File: src/rtl/fmod_pkg.sv
// Shared constants and types of the sweep/modulation unit.
// Assumes a fixed register layout: 11-bit pitch, 32-entry table of 8-bit samples.
package fmod_pkg;
    parameter int FM_FREQ_W = 11;
    parameter int FM_IDX_W  = 5;
    parameter int FM_DEPTH  = 1 << FM_IDX_W;
    parameter int FM_SAMP_W = 8;
    parameter int FM_INTV_W = 3;
    parameter int FM_SHF_W  = 3;

    typedef enum logic [1:0] {
        MASK_RUN  = 2'd0,
        MASK_END  = 2'd1,
        MASK_DONE = 2'd2
    } mask_e;

    typedef struct packed {
        logic                 enable;
        logic                 func;
        logic                 rep;
        logic                 clk_sel;
        logic [FM_INTV_W-1:0] interval;
        logic [FM_SHF_W-1:0]  shift;
        logic                 dir;
    } cfg_t;
endpackage

File: src/rtl/fmod_table.sv
// Sample table: one synchronous write port and one combinational read port.
// Assumes a read in the same cycle as a write to that entry returns the old value.
module fmod_table #(
    parameter int DEPTH  = 32,
    parameter int IDX_W  = 5,
    parameter int SAMP_W = 8
) (
    input  logic              clk,
    input  logic              rst_n,
    input  logic              wr_en,
    input  logic [IDX_W-1:0]  wr_addr,
    input  logic [SAMP_W-1:0] wr_data,
    input  logic [IDX_W-1:0]  rd_addr,
    output logic [SAMP_W-1:0] rd_data
);
    logic [SAMP_W-1:0] mem_q [DEPTH];

    // Store one entry per write strobe; cleared by reset.
    always_ff @(posedge clk) begin
        if (!rst_n) begin
            for (int k = 0; k < DEPTH; k++) mem_q[k] <= '0;
        end else if (wr_en) begin
            mem_q[wr_addr] <= wr_data;
        end
    end

    // Present the entry at the requested index.
    assign rd_data = mem_q[rd_addr];
endmodule

File: src/rtl/fmod_calc.sv
// Candidate pitch datapath for both functions.
// Assumes func=0 selects sweep, func=1 selects table modulation.
module fmod_calc import fmod_pkg::*; (
    input  logic                 func,
    input  logic                 dir,
    input  logic [FM_SHF_W-1:0]  shift,
    input  logic [FM_FREQ_W-1:0] cur,
    input  logic [FM_FREQ_W-1:0] wr,
    input  logic [FM_SAMP_W-1:0] sample,
    output logic [FM_FREQ_W-1:0] cand,
    output logic                 ovf
);
    localparam int SUM_W = FM_FREQ_W + 2;
    localparam logic [FM_FREQ_W-1:0] FREQ_MAX = '1;

    logic [FM_FREQ_W-1:0]    delta;
    logic [FM_FREQ_W:0]      up_sum;
    logic signed [SUM_W-1:0] mod_sum;

    // Form the sweep sum and the modulated sum, then pick and clamp one.
    always_comb begin
        delta   = cur >> shift;
        up_sum  = {1'b0, cur} + {1'b0, delta};
        mod_sum = $signed({2'b00, wr}) +
                  $signed({{(SUM_W-FM_SAMP_W){sample[FM_SAMP_W-1]}}, sample});
        ovf     = 1'b0;
        if (func) begin
            if (mod_sum < 0)
                cand = '0;
            else if (mod_sum > $signed({2'b00, FREQ_MAX}))
                cand = FREQ_MAX;
            else
                cand = mod_sum[FM_FREQ_W-1:0];
        end else if (!dir) begin
            cand = up_sum[FM_FREQ_W-1:0];
            ovf  = up_sum[FM_FREQ_W];
        end else begin
            cand = (cur >= delta) ? cur - delta : '0;
        end
    end
endmodule

File: src/rtl/fmod_sweep_unit.sv
// Sweep / modulation controller for one channel pitch.
// Candidate is prepared ahead and committed at timer expiry while active.
// Same-cycle order: pitch write, stop, tick, settings write, envelope write, start.
module fmod_sweep_unit import fmod_pkg::*; #(
    parameter int BASE_A = 19200,
    parameter int BASE_B = 153600
) (
    input  logic                 clk,
    input  logic                 rst_n,
    input  logic                 freq_we,
    input  logic [FM_FREQ_W-1:0] freq_wdata,
    input  logic                 chan_start,
    input  logic                 chan_stop,
    input  logic                 sweep_we,
    input  logic                 sweep_enable,
    input  logic                 sweep_func,
    input  logic                 sweep_rep,
    input  logic                 sweep_clk_sel,
    input  logic [FM_INTV_W-1:0] sweep_interval,
    input  logic [FM_SHF_W-1:0]  sweep_shift,
    input  logic                 sweep_dir,
    input  logic                 env_we,
    input  logic                 tick,
    input  logic                 tbl_we,
    input  logic [FM_IDX_W-1:0]  tbl_addr,
    input  logic [FM_SAMP_W-1:0] tbl_wdata,
    output logic [FM_FREQ_W-1:0] freq_cur,
    output logic                 mod_active,
    output logic                 chan_on
);
    localparam int TMR_W = $clog2(((1 << FM_INTV_W) - 1) * BASE_B + 1);
    localparam logic [FM_IDX_W-1:0] IDX_LAST = FM_IDX_W'(FM_DEPTH - 1);

    function automatic logic [TMR_W-1:0] period_of(cfg_t c);
        return TMR_W'(c.interval) * (c.clk_sel ? TMR_W'(BASE_B) : TMR_W'(BASE_A));
    endfunction

    function automatic logic active_rule(cfg_t c, mask_e m);
        return c.enable && (c.interval != '0) &&
               ((m != MASK_DONE) || (c.func && c.rep));
    endfunction

    logic [FM_FREQ_W-1:0] cur_q, wr_q, nxt_q;
    logic                 nxt_ovf_q, act_q, on_q;
    logic [FM_IDX_W-1:0]  idx_q;
    mask_e                mask_q;
    logic [TMR_W-1:0]     tmr_q;
    cfg_t                 cfg_q;

    cfg_t                 in_cfg;
    logic [TMR_W-1:0]     p_new;
    logic [FM_FREQ_W-1:0] a_cur, a_wr;
    logic                 a_on, a_act, recheck, recompute;
    logic [FM_IDX_W-1:0]  a_idx;
    mask_e                a_mask;
    logic [TMR_W-1:0]     a_tmr;
    cfg_t                 a_cfg;

    logic [FM_SAMP_W-1:0] sample;
    logic [FM_FREQ_W-1:0] cand;
    logic                 cand_ovf;

    mask_e                b_mask;
    logic                 b_act, b_ovf;
    logic [FM_FREQ_W-1:0] b_nxt;

    // Gather the settings presented with a settings write.
    always_comb begin
        in_cfg.enable   = sweep_enable;
        in_cfg.func     = sweep_func;
        in_cfg.rep      = sweep_rep;
        in_cfg.clk_sel  = sweep_clk_sel;
        in_cfg.interval = sweep_interval;
        in_cfg.shift    = sweep_shift;
        in_cfg.dir      = sweep_dir;
        p_new           = period_of(in_cfg);
    end

    // Stage A: apply this cycle's events in their fixed order.
    always_comb begin
        a_cur = cur_q;  a_wr = wr_q;   a_on = on_q;   a_idx = idx_q;
        a_mask = mask_q; a_act = act_q; a_tmr = tmr_q; a_cfg = cfg_q;
        recheck = 1'b0; recompute = 1'b0;
        if (freq_we) begin
            a_cur = freq_wdata;
            a_wr  = freq_wdata;
        end
        if (chan_stop) a_on = 1'b0;
        if (tick && !chan_start) begin
            if (a_tmr > TMR_W'(1)) begin
                a_tmr = a_tmr - TMR_W'(1);
            end else begin
                if (a_act) begin
                    if (nxt_ovf_q) a_on = 1'b0;
                    else           a_cur = nxt_q;
                end
                if (a_on) begin
                    if (a_act) begin
                        if (a_idx != IDX_LAST) begin
                            a_idx = a_idx + 1'b1;
                        end else begin
                            a_mask = MASK_END;
                            if (a_cfg.rep) a_idx = '0;
                        end
                        a_tmr = period_of(a_cfg);
                    end
                    recompute = 1'b1;
                end
            end
        end
        if (sweep_we) begin
            a_cfg = in_cfg;
            if (p_new < a_tmr) a_tmr = p_new;
            recheck = 1'b1; recompute = 1'b1;
        end
        if (env_we) begin
            recheck = 1'b1; recompute = 1'b1;
        end
        if (chan_start) begin
            a_on   = 1'b1;
            a_tmr  = period_of(a_cfg);
            a_idx  = '0;
            a_mask = MASK_RUN;
            recheck = 1'b1; recompute = 1'b1;
        end
        if (recheck) a_act = active_rule(a_cfg, a_mask);
    end

    fmod_table #(
        .DEPTH (FM_DEPTH),
        .IDX_W (FM_IDX_W),
        .SAMP_W(FM_SAMP_W)
    ) table_i (
        .clk    (clk),
        .rst_n  (rst_n),
        .wr_en  (tbl_we),
        .wr_addr(tbl_addr),
        .wr_data(tbl_wdata),
        .rd_addr(a_idx),
        .rd_data(sample)
    );

    fmod_calc calc_i (
        .func  (a_cfg.func),
        .dir   (a_cfg.dir),
        .shift (a_cfg.shift),
        .cur   (a_cur),
        .wr    (a_wr),
        .sample(sample),
        .cand  (cand),
        .ovf   (cand_ovf)
    );

    // Stage B: end-of-table mask step, then hold the fresh candidate.
    always_comb begin
        b_mask = a_mask; b_act = a_act; b_nxt = nxt_q; b_ovf = nxt_ovf_q;
        if (recompute) begin
            if (a_mask == MASK_END && a_cfg.func) begin
                b_mask = MASK_DONE;
                b_act  = active_rule(a_cfg, MASK_DONE);
            end
            if (b_act) begin
                b_nxt = cand;
                b_ovf = cand_ovf;
            end
        end
    end

    // Register the resolved state.
    always_ff @(posedge clk) begin
        if (!rst_n) begin
            cur_q <= '0; wr_q <= '0; nxt_q <= '0; nxt_ovf_q <= 1'b0;
            act_q <= 1'b0; on_q <= 1'b0; idx_q <= '0; mask_q <= MASK_RUN;
            tmr_q <= '0; cfg_q <= '0;
        end else begin
            cur_q <= a_cur; wr_q <= a_wr; nxt_q <= b_nxt; nxt_ovf_q <= b_ovf;
            act_q <= b_act; on_q <= a_on; idx_q <= a_idx; mask_q <= b_mask;
            tmr_q <= a_tmr; cfg_q <= a_cfg;
        end
    end

    assign freq_cur   = cur_q;
    assign mod_active = act_q;
    assign chan_on    = on_q;

    // without a pitch write or an active flag the pitch holds.
    a_r5_pitch_hold: assert property (@(posedge clk) disable iff (!rst_n)
        (!freq_we && !mod_active) |=> $stable(freq_cur));

    // the flag implies enable and a nonzero interval.
    a_r2_flag_gate: assert property (@(posedge clk) disable iff (!rst_n)
        mod_active |-> (cfg_q.enable && cfg_q.interval != '0));

    // the index only steps by one or returns to zero.
    a_r6_index_step: assert property (@(posedge clk) disable iff (!rst_n)
        (idx_q != $past(idx_q)) |-> (idx_q == $past(idx_q) + 1'b1 || idx_q == '0));

    // the mask never leaves its three states.
    a_r7_mask_legal: assert property (@(posedge clk) disable iff (!rst_n)
        mask_q != mask_e'(2'd3));

    // a stopped channel keeps its index until restarted.
    a_r11_index_frozen: assert property (@(posedge clk) disable iff (!rst_n)
        (!on_q && !chan_start) |=> $stable(idx_q));

    // the timer never exceeds the current period.
    a_r12_timer_bound: assert property (@(posedge clk) disable iff (!rst_n)
        tmr_q <= period_of(cfg_q));
endmodule

File: config.mk
export PLATFORM = sky130hd
export DESIGN_NAME = fmod_sweep_unit
export DESIGN_NICKNAME = d
export VERILOG_FILES = /design/src/rtl/fmod_pkg.sv /design/src/rtl/fmod_table.sv /design/src/rtl/fmod_calc.sv /design/src/rtl/fmod_sweep_unit.sv
export SDC_FILE = /design/constraint.sdc
export NUM_CORES = 1
export LEC_CHECK = 0
export ABC_AREA = 1
export BUFFER_PORTS_ARGS = -buffer_cell sky130_fd_sc_hd__buf_4
export CAP_MARGIN = 5
export CELL_PAD_IN_SITES_DETAIL_PLACEMENT = 1
export CELL_PAD_IN_SITES_GLOBAL_PLACEMENT = 2
export CORE_MARGIN = 3
export CORE_UTILIZATION = 42
export DETAILED_ROUTE_END_ITERATION = 12
export PLACE_DENSITY_LB_ADDON = 0.12
export SYNTH_ARGS = -nofsm -noshare
export SYNTH_HDL_FRONTEND = slang
export SYNTH_SLANG_ARGS = --single-unit
File: constraint.sdc
create_clock -name clk -period 7.4 [get_ports clk]
set_clock_uncertainty 0.2 [all_clocks]
set_input_delay 0.37 -clock clk [delete_from_list [all_inputs] [get_ports clk]]
set_output_delay 0.37 -clock clk [all_outputs]
set_load 0.02 [all_outputs]
# Word-level counts from Yosys, hierarchy flattened
# Memory sizes are Yosys's and may differ from the RTL's.
# Cells that the tools add are included.
[word_totals]
regBits = 75
latch_bits = 0
mem_bits_rw = 256
rom_bits = 0
out_inout_bits = 13
wordCells = 112
n_memories = 1
[op_classes]
addsub = 5
multipliers = 3
n_div = 0
n_lt_le_gt_ge = 5
n_eq_ne = 3
n_shift = 1
mux = 67
bitwise = 0
reduce_logical = 11
[mem_list]
columns = ["memory", "words", "word_bits", "rd", "rd_clocked_by_memory_dff", "write_ports", "line", "text"]
rows = [
  ["table_i.mem_q", 32, 8, 1, 0, 32, "fmod_table.sv:16", "logic [SAMP_W-1:0] mem_q [DEPTH];"],
]
[ops]
columns = ["operator", "n"]
rows = [
  ["21-bit 2-to-1 mux", 7],
  ["11-bit 2-to-1 mux", 12],
  ["3-bit by 18-bit multiplier with 21-bit output", 3],
  ["18-bit 2-to-1 mux", 3],
  ["5-bit 2-to-1 mux", 8],
  ["1-bit 2-to-1 mux", 28],
  ["21-bit by 1-bit greater-than comparator with 1-bit output, second input constant", 1],
  ["21-bit < comparator", 1],
  ["21-bit by 1-bit subtractor with 21-bit output, second input constant", 1],
  ["2-bit 2-to-1 mux", 8],
  ["12-bit by 8-bit adder with 13-bit output", 1],
  ["13-bit by 12-bit greater-than comparator with 1-bit output, second input constant", 1],
  ["13-bit by 1-bit < comparator with 1-bit output, second input constant", 1],
  ["11-bit by 11-bit adder with 12-bit output", 1],
  ["11-bit >= comparator", 1],
  ["11-bit by 3-bit >> shifter with 11-bit output", 1],
  ["11-bit subtractor", 1],
  ["8-bit 2-to-1 mux", 1],
  ["8-bit OR reduction", 1],
  ["1-bit logical AND", 6],
  ["5-bit by 1-bit adder with 5-bit output, second input constant", 1],
  ["5-bit != test, second input constant", 1],
  ["3-bit nonzero test", 1],
  ["2-bit by 1-bit == test with 1-bit output, second input constant", 1],
  ["other kinds (4)", 4],
]

# Longest topological paths before layout
# Gate-level depths: netlist of the first run.
[depth]
word_depth = 16
mapped_depth = 41

# Cells and area by module
# Synthesis of the first run repeated with hierarchy kept, for this count alone.
[unflattened]
hier_cells = 2645
area_unflattened_um2 = 20176.9
[by_module_without_submodules]
columns = ["mod", "instances", "cells_each", "area_per_inst_um2", "seq_area_each_um2"]
rows = [
  ["fmod_table", 1, 1239, 11797.6, 7687.4],
  ["fmod_sweep_unit", 1, 900, 5793.1, 1501.4],
  ["fmod_calc", 1, 506, 2586.2, 0.0],
]

# Least setup slack after synthesis of the first run
# No wires, ideal clock.
[synth_timing]
kind = "reg-to-reg"
start = "reg idx_q[1]"
end = "reg nxt_q[7]"
setup_time_ps = 120
t_arrival_ps = 4447
path_slack_ps = 2633
path_stages_with_launch = 40
path_buffers = 3
period_less_slack_ps = 4767
path_cell_list = "dfxtp_1 ha_1 nand2_1 nor2_1 ha_1 inv_1 a21oi_1 o21ai_0 nand2_1 nand2_1 nand2_1 nand2_1 nand2_1 nand2_1 nand2_2 buf_4 clkbuf_1 a21oi_1 [... 4 more ...] ha_1 fa_1 nand3_1 nand2_1 nand3_1 nand2_1 nand2_1 o21ai_0 a21oi_1 o21ai_0 a21oi_1 inv_1 o21ai_0 nand3_2 buf_4 nand2_1 nand2_1 a21oi_1"
[synth_between]
elab_chain_len = 14
elab_cells_between_ends = 31
cone_classes = "add/sub: 2; order compare: 2; eq/ne: 3; mux: 19; reduce/logical: 4; memory: 1"
[synth_lines]
columns = ["element", "line", "text"]
rows = [
  ["start: declaration", "fmod_sweep_unit.sv:45", "logic [FM_IDX_W-1:0] idx_q;"],
  ["start signal: assignment", "fmod_sweep_unit.sv:177", "act_q <= b_act; on_q <= a_on; idx_q <= a_idx; mask_q <= b_mask;"],
  ["parallel branches: the longest is 14 deep, another holds 12-bit by 8-bit adder with 13-bit output", "n/a", ""],
  ["end signal: assignment", "fmod_sweep_unit.sv:176", "cur_q <= a_cur; wr_q <= a_wr; nxt_q <= b_nxt; nxt_ovf_q <= b_ovf;"],
  ["end: declaration", "fmod_sweep_unit.sv:43", "logic [FM_FREQ_W-1:0] cur_q, wr_q, nxt_q;"],
]
# Several ways; the timed one is not identified. The select of a mux whose other input is x is not followed.
# A chain may end at the register's enable or synchronous reset.

# Worst setup path after layout of the first run
[layout_timing]
start = "reg idx_q[1]"
end = "reg nxt_q[1]"
# Same word-level chain as after synthesis.

==> impl_metrics.env, run 1 <==
export IMPL_grt_max_degree=64
export IMPL_postCtsResizedCells=0
export IMPL_placed_cell_area_mm2=0.0197
export IMPL_layout_nets=2425
export IMPL_drv_slew=0
export IMPL_fmax_ghz=0.154
export IMPL_yosysWarnings=0
export IMPL_r2r_cells=35
export IMPL_die_y_um=218
export IMPL_crit_top_cell="nand2_1"
export IMPL_clk_pin_slew_ns=0.06
export IMPL_cts_buffers=39
export IMPL_required_ns=7.63
export IMPL_clkSinkCount=331
export IMPL_synth_seq_cells=331
export IMPL_final_cell_area_mm2=0.0211
export IMPL_core_mm2=0.0436
export IMPL_min_path_type="in -> reg"
export IMPL_end_kind="flip-flop"
export IMPL_worst_ir_drop_vdd_mv=0.192
export IMPL_crit_slowest_cell="nand2_4"
export IMPL_synth_cells=2264
export IMPL_routed_wl_um=60600
export IMPL_cts_tree="yes"
export IMPL_dieArea_mm2=0.0474
export IMPL_drt_iter0_drc=1158
export IMPL_vias_per_cell=5.58
export IMPL_crit_type="reg -> reg"
export IMPL_synth_cell_types=57
export IMPL_clk_path_buf_depth=3
export IMPL_status="complete, no violations"
export IMPL_ys_seq_area_share_pct=48.8
export IMPL_clock_latency_ns=0.56
export IMPL_r2r_end="nxt_q[1]"
export IMPL_leakagePower_nw=8.73
export IMPL_synthFlopType="edfxtp_1"
export IMPL_worst_pin_slew_ns=1.18
export IMPL_antenna_found_initial=0
export IMPL_drc=0
export IMPL_cellPowerDensity_mw_per_mm2=238
export IMPL_min_period_ns=6.49
export IMPL_fin_tns_setup_ns=0
export IMPL_grt_usage_pct=25.5
export IMPL_via_count=16200
export IMPL_synth_edf_count=256
export IMPL_async_flop_share_pct=0
export IMPL_syn_nets=2404
export IMPL_cpPeakStageDelay_ns=0.44
export IMPL_cts_root_buffer="clkbuf_16"
export IMPL_grt_ovfl_total=0
export IMPL_max_slew_margin_pct=21.0
export IMPL_die_w_um=218
export IMPL_routedWlPerCell_um=20.9
export IMPL_area_growth_syn_to_layout_pct=11.8
export IMPL_critical_path_buf_inv_count=6
export IMPL_cap_viol_max_count=0
export IMPL_rows=76
export IMPL_r2r_start="idx_q[1]"
export IMPL_cp_start_kind="flip-flop"
export IMPL_drtPass1Iterations=5
export IMPL_start_util_pct=43.1
export IMPL_hold_violations=0
export IMPL_n_antenna_cell=0
export IMPL_min_delay_start="freq_we"
export IMPL_syn_area_per_cell_um2=8.32
export IMPL_h_tree_depth=2
export IMPL_drive_gt1_share_pct=8.21
export IMPL_ios=57
export IMPL_ant_nets=0
export IMPL_path_max_fanout=63
export IMPL_rrSetupSlack_ns=0.91
export IMPL_grt_pass1_vias=16600
export IMPL_grt_pass1_wl_um=94600
export IMPL_place_congestion=0.820
export IMPL_setup_violations=0
export IMPL_rsz0062_at_grt="no"
export IMPL_hpwl_um=42500
export IMPL_io_buffers=56
export IMPL_min_period_over_period_pct=87.7
export IMPL_min_to="wr_q[9]"
export IMPL_syn_area_mm2=0.0188
export IMPL_whs_path_depth=3
export IMPL_worstPathArrival_ns=6.71
export IMPL_crit_family="simple AND/OR/NAND/NOR gates"
[worst max-delay path by stage]
stage / startpoint / end / slack (ns) / depth (start not counted)
floorplan: idx_q[1] / nxt_q[7] / 2.63 / 39
global placement: idx_q[1] / nxt_q[7] / 1.39 / 35
detailed placement: idx_q[0] / nxt_q[1] / 1.0 / 35
CTS: idx_q[1] / nxt_q[1] / 0.93 / 35
global route: tmr_q[16] / nxt_q[4] / 0.33 / 34
finish: idx_q[1] / nxt_q[1] / 0.91 / 35
[metrics by stage]
step	cells	hold slack, ns	power [mW]	setup slack (ns)	util (%)
6_report	2898	0.0217	5.00	0.912	48.3
3_5_place_dp	2816	0.263	3.12	1.00	45.1
5_1_grt	2898	0.0319	5.24	0.331	48.3
4_1_cts	2898	0.00313	5.04	0.933	48.3
2_1_floorplan	2264	0.249	2.82	2.63	-
3_3_place_gp	2816	0.257	3.10	1.39	45.1
[layout by cell type, fill, tap and decap left out, types with 16 or more instances in the layout]
master | synthesis | routed
a21oi_1 | 121 | 121
a32o_1 | 23 | 23
buf_4 | 6 | 78
clkbuf_16 | 0 | 39
dfxtp_1 | 75 | 75
edfxtp_1 | 256 | 256
ha_1 | 90 | 90
inv_1 | 170 | 162
nand2_1 | 421 | 421
nand3_1 | 118 | 118
nor2_1 | 460 | 459
nor3_1 | 23 | 21
o211ai_1 | 31 | 31
o21ai_0 | 174 | 174
o22ai_1 | 40 | 40
xor2_1 | 16 | 16
[synth_stat cells, types with 31 or more instances]
master / n / share of area [%]
a21oi_1: 121 / 3.2
clkbuf_1: 79 / 1.6
dfxtp_1: 75 / 8.0
edfxtp_1: 256 / 41
ha_1: 90 / 6.0
inv_1: 170 / 3.4
nand2_1: 421 / 8.4
nand3_1: 118 / 3.1
nor2_1: 460 / 9.2
o211ai_1: 31 / 1.2
o21ai_0: 174 / 4.6
o22ai_1: 40 / 1.3
[routing by layer]
| layer | part of all wire, % | vias to the layer above | wire length, um | global-route usage [%] |
|---|---|---|---|---|
| met5 | 0 | - | 0 | 0 |
| met1 | 45 | 7943 | 27200 | 34.2 |
| met3 | 5.2 | 92 | 3120 | 3.50 |
| li1 | - | 7726 | - | - |
| met2 | 47 | 415 | 28600 | 42.8 |
| met4 | 2.7 | 0 | 1620 | 8.00 |
[worst reg2reg max path: cells and delay by family, from the launching register on]
| family | cells | cell delay (ns) |
|---|---|---|
| AND/OR/NAND/NOR | 17 | 2.27 |
| adder cells (fa/ha/maj) | 4 | 0.96 |
| flip-flops | 1 | 0.40 |
| AO/OA/AOI/OAI | 8 | 1.37 |
| buffers and inverters | 6 | 1.19 |
[sequential cells by signal, summed over array words and instances (netlist names)]
register / count
table_i.mem_q: 256
nxt_ovf_q: 1
tmr_q: 21
chan_on: 1
freq_cur: 11
mask_q: 2
wr_q: 11
idx_q: 5
mod_active: 1
nxt_q: 11
cfg_q: 11
[area by class of cell]
| cell class | instances | area, um2 |
|---|---|---|
| Multi-Input combinational cell | 1641 | 8490 |
| Timing Repair Buffer | 92 | 736 |
| Clock buffer | 50 | 1030 |
| Tap cell | 585 | 732 |
| Sequential cell | 331 | 9190 |
| Inverter | 180 | 677 |
| Fill cell | 5171 | 22600 |
| Clock inverter | 19 | 213 |
[repair_timing]
action,4_1_cts,5_1_grt
endpoints found under the hold margin,11,0
buffers inserted,0,0
hold buffers,13,0
[report_power, final]
group	switching, mW	internal (mW)	leakage (nW)
Combinational	0.631	0.304	5.07
Clock	0.784	1.12	0.610
Sequential	0.0536	2.11	3.05
Total	1.47	3.53	8.73
[cell families (layout without fill, tap and decap cells)]
group / after synthesis / count (layout) / synth area share, %
compound gates: 441 / 441 / 13.7
buf+inv: 292 / 341 / 6.24
flops: 331 / 331 / 48.8
simple gates: 1075 / 1075 / 23.3
xor+xnor: 28 / 28 / 1.30
mux: 1 / 1 / 0.0532
fa+ha+maj: 96 / 96 / 6.62
(Power assumes the default switching activity.)
==> run 2, diff against run 1 <==
clock period = 7.74 ns   (was 7.4 ns; I/O delays follow)
==> run 2 against run 1 <==
Power shrank 5.7%. Core utilization shrank 0.17 points. Sequential cell count stayed put. Wire length increased by 0.62%. Count of clock-buffer cells in the layout rose by 6. Final cell count fell by 0.10%. Worst hold slack got worse by 0.0063 ns. Largest cell class unchanged. Highest routed layer is now met5.
==> impl_metrics.env, run 2 (same netlist as run 1, synthesis figures left out) <==
export IMPL_fin_tns_setup_ns=0
export IMPL_rows=76
export IMPL_drv_slew=0
export IMPL_end_kind="flip-flop"
export IMPL_io_buffers=56
export IMPL_clk_pin_slew_ns=0.06
export IMPL_largest_register_ffs=256
export IMPL_r2r_end="nxt_q[0]"
export IMPL_fmax_ghz=0.151
export IMPL_grt_max_degree=92
export IMPL_hold_violations=0
export IMPL_grt_pass1_wl_um=94600
export IMPL_routedWlPerCell_um=21.1
export IMPL_rrSetupSlack_ns=1.13
export IMPL_reg_top3="table_i.mem_q x256, tmr_q x21"
export IMPL_crit_slowest_cell="nand2_2"
export IMPL_worst_pin_slew_ns=1.24
export IMPL_internal_power_mw=3.30
export IMPL_crit_top_cell="nand2_1"
export IMPL_layout_commonest_cell="nor2_1"
export IMPL_drc=0
export IMPL_grt_ovfl_total=0
export IMPL_vias_per_cell=5.59
export IMPL_max_slew_margin_pct=16.9
export IMPL_r2r_cells=34
export IMPL_core_mm2=0.0436
export IMPL_status="complete, no violations"
export IMPL_critical_path_buf_inv_count=4
export IMPL_required_ns=7.97
export IMPL_cp_start_kind="flip-flop"
export IMPL_drtPass1Iterations=5
export IMPL_area_growth_syn_to_layout_pct=11.4
export IMPL_clkSinkCount=331
export IMPL_worst_ir_drop_vdd_mv=0.185
export IMPL_min_period_over_period_pct=85.4
export IMPL_routed_wl_um=61000
export IMPL_die_w_um=218
export IMPL_grt_pass1_vias=16600
export IMPL_ant_nets=0
export IMPL_ios=57
export IMPL_min_to="wr_q[0]"
export IMPL_via_count=16200
export IMPL_leakagePower_nw=8.70
export IMPL_r2r_start="tmr_q[1]"
export IMPL_drt_iter0_drc=1249
export IMPL_die_y_um=218
export IMPL_cts_tree="yes"
export IMPL_p_sw_share_pct=30.2
export IMPL_clock_latency_ns=0.57
export IMPL_rsz0062_at_grt="no"
export IMPL_p_switching_mw=1.42
export IMPL_max_flop_register="table_i.mem_q"
export IMPL_cts_root_buffer="clkbuf_16"
export IMPL_clockPowerShare_pct=37.3
export IMPL_antenna_found_initial=1
export IMPL_clk_path_buf_depth=3
export IMPL_crit_family="simple AND/OR/NAND/NOR gates"
export IMPL_path_max_fanout=53
export IMPL_hpwl_um=41900
export IMPL_setup_violations=0
export IMPL_cap_viol_max_count=0
export IMPL_grt_usage_pct=25.5
export IMPL_seqPwrFrac_pct=43.8
export IMPL_min_path_type="in -> reg"
export IMPL_postCtsResizedCells=0
export IMPL_power_frac_comb_pct=18.9
export IMPL_drive_gt1_share_pct=8.05
export IMPL_n_antenna_cell=0
export IMPL_worstPathArrival_ns=6.84
export IMPL_place_congestion=0.852
export IMPL_whs_path_depth=3
export IMPL_cpPeakStageDelay_ns=0.79
export IMPL_cellPowerDensity_mw_per_mm2=225
export IMPL_start_util_pct=43.1
export IMPL_crit_type="reg -> reg"
export IMPL_final_cell_mix="nor2_1 (459), nand2_1 (421), edfxtp_1 (256)"
export IMPL_cp_num_cells=34
export IMPL_h_tree_depth=2
export IMPL_fin_util_pct=48.1
export IMPL_cts_buffers=39
export IMPL_min_delay_start="freq_wdata[0]"
export IMPL_min_period_ns=6.61
export IMPL_layout_nets=2420
export IMPL_dieArea_mm2=0.0474
==> run 2: layout make-up <==
cell class                 instances  area (um2)
clock buffer                      56        1090
clock inverter                    15         125
fill                            5182       22700
inverter                         180         677
multi-input combinational       1641        8490
sequential                       331        9190
tap                              585         732
timing repair buffer              87         686
==> run 2: worst max-delay path by stage <==
stage	from	to
2_1_floorplan	idx_q[1]	nxt_q[7]
3_3_place_gp	tmr_q[1]	nxt_q[7]
3_5_place_dp	tmr_q[1]	nxt_q[6]
4_1_cts	tmr_q[1]	nxt_q[0]
5_1_grt	tmr_q[1]	nxt_q[2]
6_report	tmr_q[1]	nxt_q[0]
==> run 2: through the flow <==
stage / hold WS, ns / power, mW / cell area (um2) / instances / worst slack (ns)
floorplan: 0.249 / 2.70 / 18800 / 2264 / 2.97
global placement: 0.256 / 2.96 / 19600 / 2811 / 1.41
detailed placement: 0.262 / 2.98 / 19600 / 2811 / 1.19
CTS: 0.00818 / 4.75 / 21000 / 2895 / 1.14
global route: 0.0360 / 4.94 / 21000 / 2895 / 0.424
finish: 0.0155 / 4.72 / 21000 / 2895 / 1.13
==> run 2: power groups by stage <==
stage               sequential, mW  combinational (mW)  clock (mW)
floorplan                     2.09               0.614           0
global route                  2.08                1.00        1.86
finish                        2.07               0.892        1.76
CTS                           2.07               0.893        1.79
detailed placement            2.10               0.880           0
global placement              2.10               0.864           0
==> run 2: tightest hold or removal path, stage by stage <==
cell	delay, ns
buf_4	0.11
nand2_1	0.13
a21oi_1	0.09
==> run 2: layer usage <==
layer  vias up  track usage [%]  part of all wire [%]
met5         -                0                 0.021
met4         2             7.76                   2.7
met3       101             3.25                   4.3
met2       384             42.9                    47
met1      7955             34.6                    46
li1       7743                -                     -
==> run 2: what timing repair did <==
item / in CTS / in global routing
setup endpoints to repair: 0 / 0
buffers inserted: 0 / 0
endpoints found under the hold margin: 12 / 0
hold buffers: 13 / 0
==> run 3, diff against run 2 <==
BUFFER_PORTS_ARGS = unset   (was -buffer_cell sky130_fd_sc_hd__buf_4)
CORE_UTILIZATION = 43   (was 42)
DONT_BUFFER_PORTS = 1   (was unset)
==> run 3 against run 2 <==
Die area fell by 2.3%. First-iteration DRC count fell by 8.8%. Combinational power fell by 2.8%. Worst hold slack improved by 0.017 ns. Sequential power barely moved. Cell area fell by 1.5%. Sequential share of layout area rose by 0.66 points.
==> impl_metrics.env, run 3 (same netlist as run 1, synthesis figures left out) <==
export IMPL_placed_cell_area_mm2=0.0192
export IMPL_clk_path_buf_depth=3
export IMPL_die_w_um=215
export IMPL_io_buffers=0
export IMPL_rows=76
export IMPL_grt_max_degree=73
export IMPL_antenna_found_initial=0
export IMPL_crit_slowest_cell="nand2_4"
export IMPL_post_cts_buffers=0
export IMPL_worst_ir_drop_vdd_mv=0.168
export IMPL_place_congestion=0.832
export IMPL_stdcell_count=2847
export IMPL_drive_gt1_share_pct=5.39
export IMPL_worstPathArrival_ns=6.86
export IMPL_routedWlPerCell_um=21.4
export IMPL_clock_latency_ns=0.56
export IMPL_fin_tns_setup_ns=0
export IMPL_cts_buffers=40
export IMPL_r2r_cells=34
export IMPL_cts_root_buffer="clkbuf_16"
export IMPL_setup_violations=0
export IMPL_grt_pass1_vias=16600
export IMPL_drc=0
export IMPL_ios=57
export IMPL_clk_pin_slew_ns=0.06
export IMPL_ant_nets=0
export IMPL_cp_start_kind="flip-flop"
export IMPL_h_tree_depth=2
export IMPL_end_kind="flip-flop"
export IMPL_min_period_ns=6.59
export IMPL_layout_commonest_cell="nor2_1"
export IMPL_worst_pin_slew_ns=1.17
export IMPL_start_util_pct=43.6
export IMPL_leakagePower_nw=8.46
export IMPL_cap_viol_max_count=0
export IMPL_cts_tree="yes"
export IMPL_dp_worst_setup_slack_ns=1.19
export IMPL_rsz0062_at_grt="no"
export IMPL_largest_register_ffs=256
export IMPL_dieArea_mm2=0.0463
export IMPL_required_ns=8.01
export IMPL_dpl_cell_count=2754
export IMPL_path_max_fanout=72
export IMPL_hpwl_um=41700
export IMPL_min_path_type="in -> reg"
export IMPL_vias_per_cell=5.59
export IMPL_max_slew_margin_pct=22.0
export IMPL_final_cell_area_mm2=0.0207
export IMPL_final_cell_mix="nor2_1 (460), nand2_1 (421), edfxtp_1 (256)"
export IMPL_status="complete, no violations"
export IMPL_cpPeakStageDelay_ns=0.54
export IMPL_min_period_over_period_pct=85.1
export IMPL_clkSinkCount=331
export IMPL_fmax_ghz=0.152
export IMPL_crit_type="reg -> reg"
export IMPL_cellPowerDensity_mw_per_mm2=229
export IMPL_whs_ns=0.0322
export IMPL_drv_slew=0
export IMPL_die_y_um=215
export IMPL_grt_ovfl_total=0
export IMPL_whs_path_depth=4
export IMPL_drtPass1Iterations=5
export IMPL_hold_violations=0
export IMPL_layout_nets=2374
export IMPL_reg_top3="table_i.mem_q x256, tmr_q x21"
export IMPL_fin_ws_ns=1.15
export IMPL_via_count=15900
export IMPL_drt_iter0_drc=1139
export IMPL_crit_top_cell="nand2_1"
export IMPL_max_flop_register="table_i.mem_q"
export IMPL_grt_usage_pct=26.2
export IMPL_grt_pass1_wl_um=95600
export IMPL_routed_wl_um=61000
export IMPL_n_antenna_cell=0
export IMPL_core_mm2=0.0432
export IMPL_area_growth_syn_to_layout_pct=9.79
[run 3: final timing paths]
check                    startpoint         to  slack [ns]
hold reg to reg             wr_q[7]    wr_q[7]        0.28
setup reg to reg           tmr_q[3]  nxt_q[10]        1.15
hold / removal    sweep_interval[0]   tmr_q[8]        0.03
setup / recovery           tmr_q[3]  nxt_q[10]        1.15
[run 3: layout make-up]
class / instances / area (um2)
fill: 5200 / 22500
multi-input combinational: 1641 / 8480
sequential: 331 / 9190
timing repair buffer: 40 / 370
clock inverter: 21 / 160
clock buffer: 49 / 1070
inverter: 180 / 677
tap: 585 / 732
[run 3: through the flow]
step / power (mW) / utilization, %
final: 4.74 / 47.9
after global routing: 4.97 / 47.9
after CTS: 4.78 / 47.9
after detailed placement: 2.96 / 44.5
after global placement: 2.94 / 44.5
after floorplan: 2.70 / -
[run 3: repair_timing]
| action | 4_1_cts | 5_1_grt |
|---|---|---|
| hold endpoints to repair | 44 | 0 |
| hold buffers | 23 | 0 |
| gates resized for setup | 0 | 0 |
[run 3: where the power goes]
part           switching (mW)  total (mW)  internal, mW  leakage, nW
Clock                   0.755        1.80          1.04        0.598
Combinational           0.593       0.867         0.274         4.81
Sequential             0.0582        2.07          2.02         3.05
Total                    1.41        4.74          3.33         8.46
[run 3: critical path: cells and delay by family (launching register included)]
kind	cells	cell delay [ns]
DFF	1	0.35
and+or+nand+nor	21	3.15
AOI/OAI and AO/OA	8	1.24
adders and majority gates	1	0.36
buffers and inverters	4	1.12
[run 3: metal layers]
| metal | vias up | part of all wire (%) | GRT usage [%] |
|---|---|---|---|
| met1 | 7845 | 44 | 34.6 |
| li1 | 7647 | - | - |
| met4 | 0 | 2.2 | 5.97 |
| met5 | - | 0 | 0 |
| met2 | 336 | 49 | 45.7 |
| met3 | 80 | 4.6 | 3.66 |
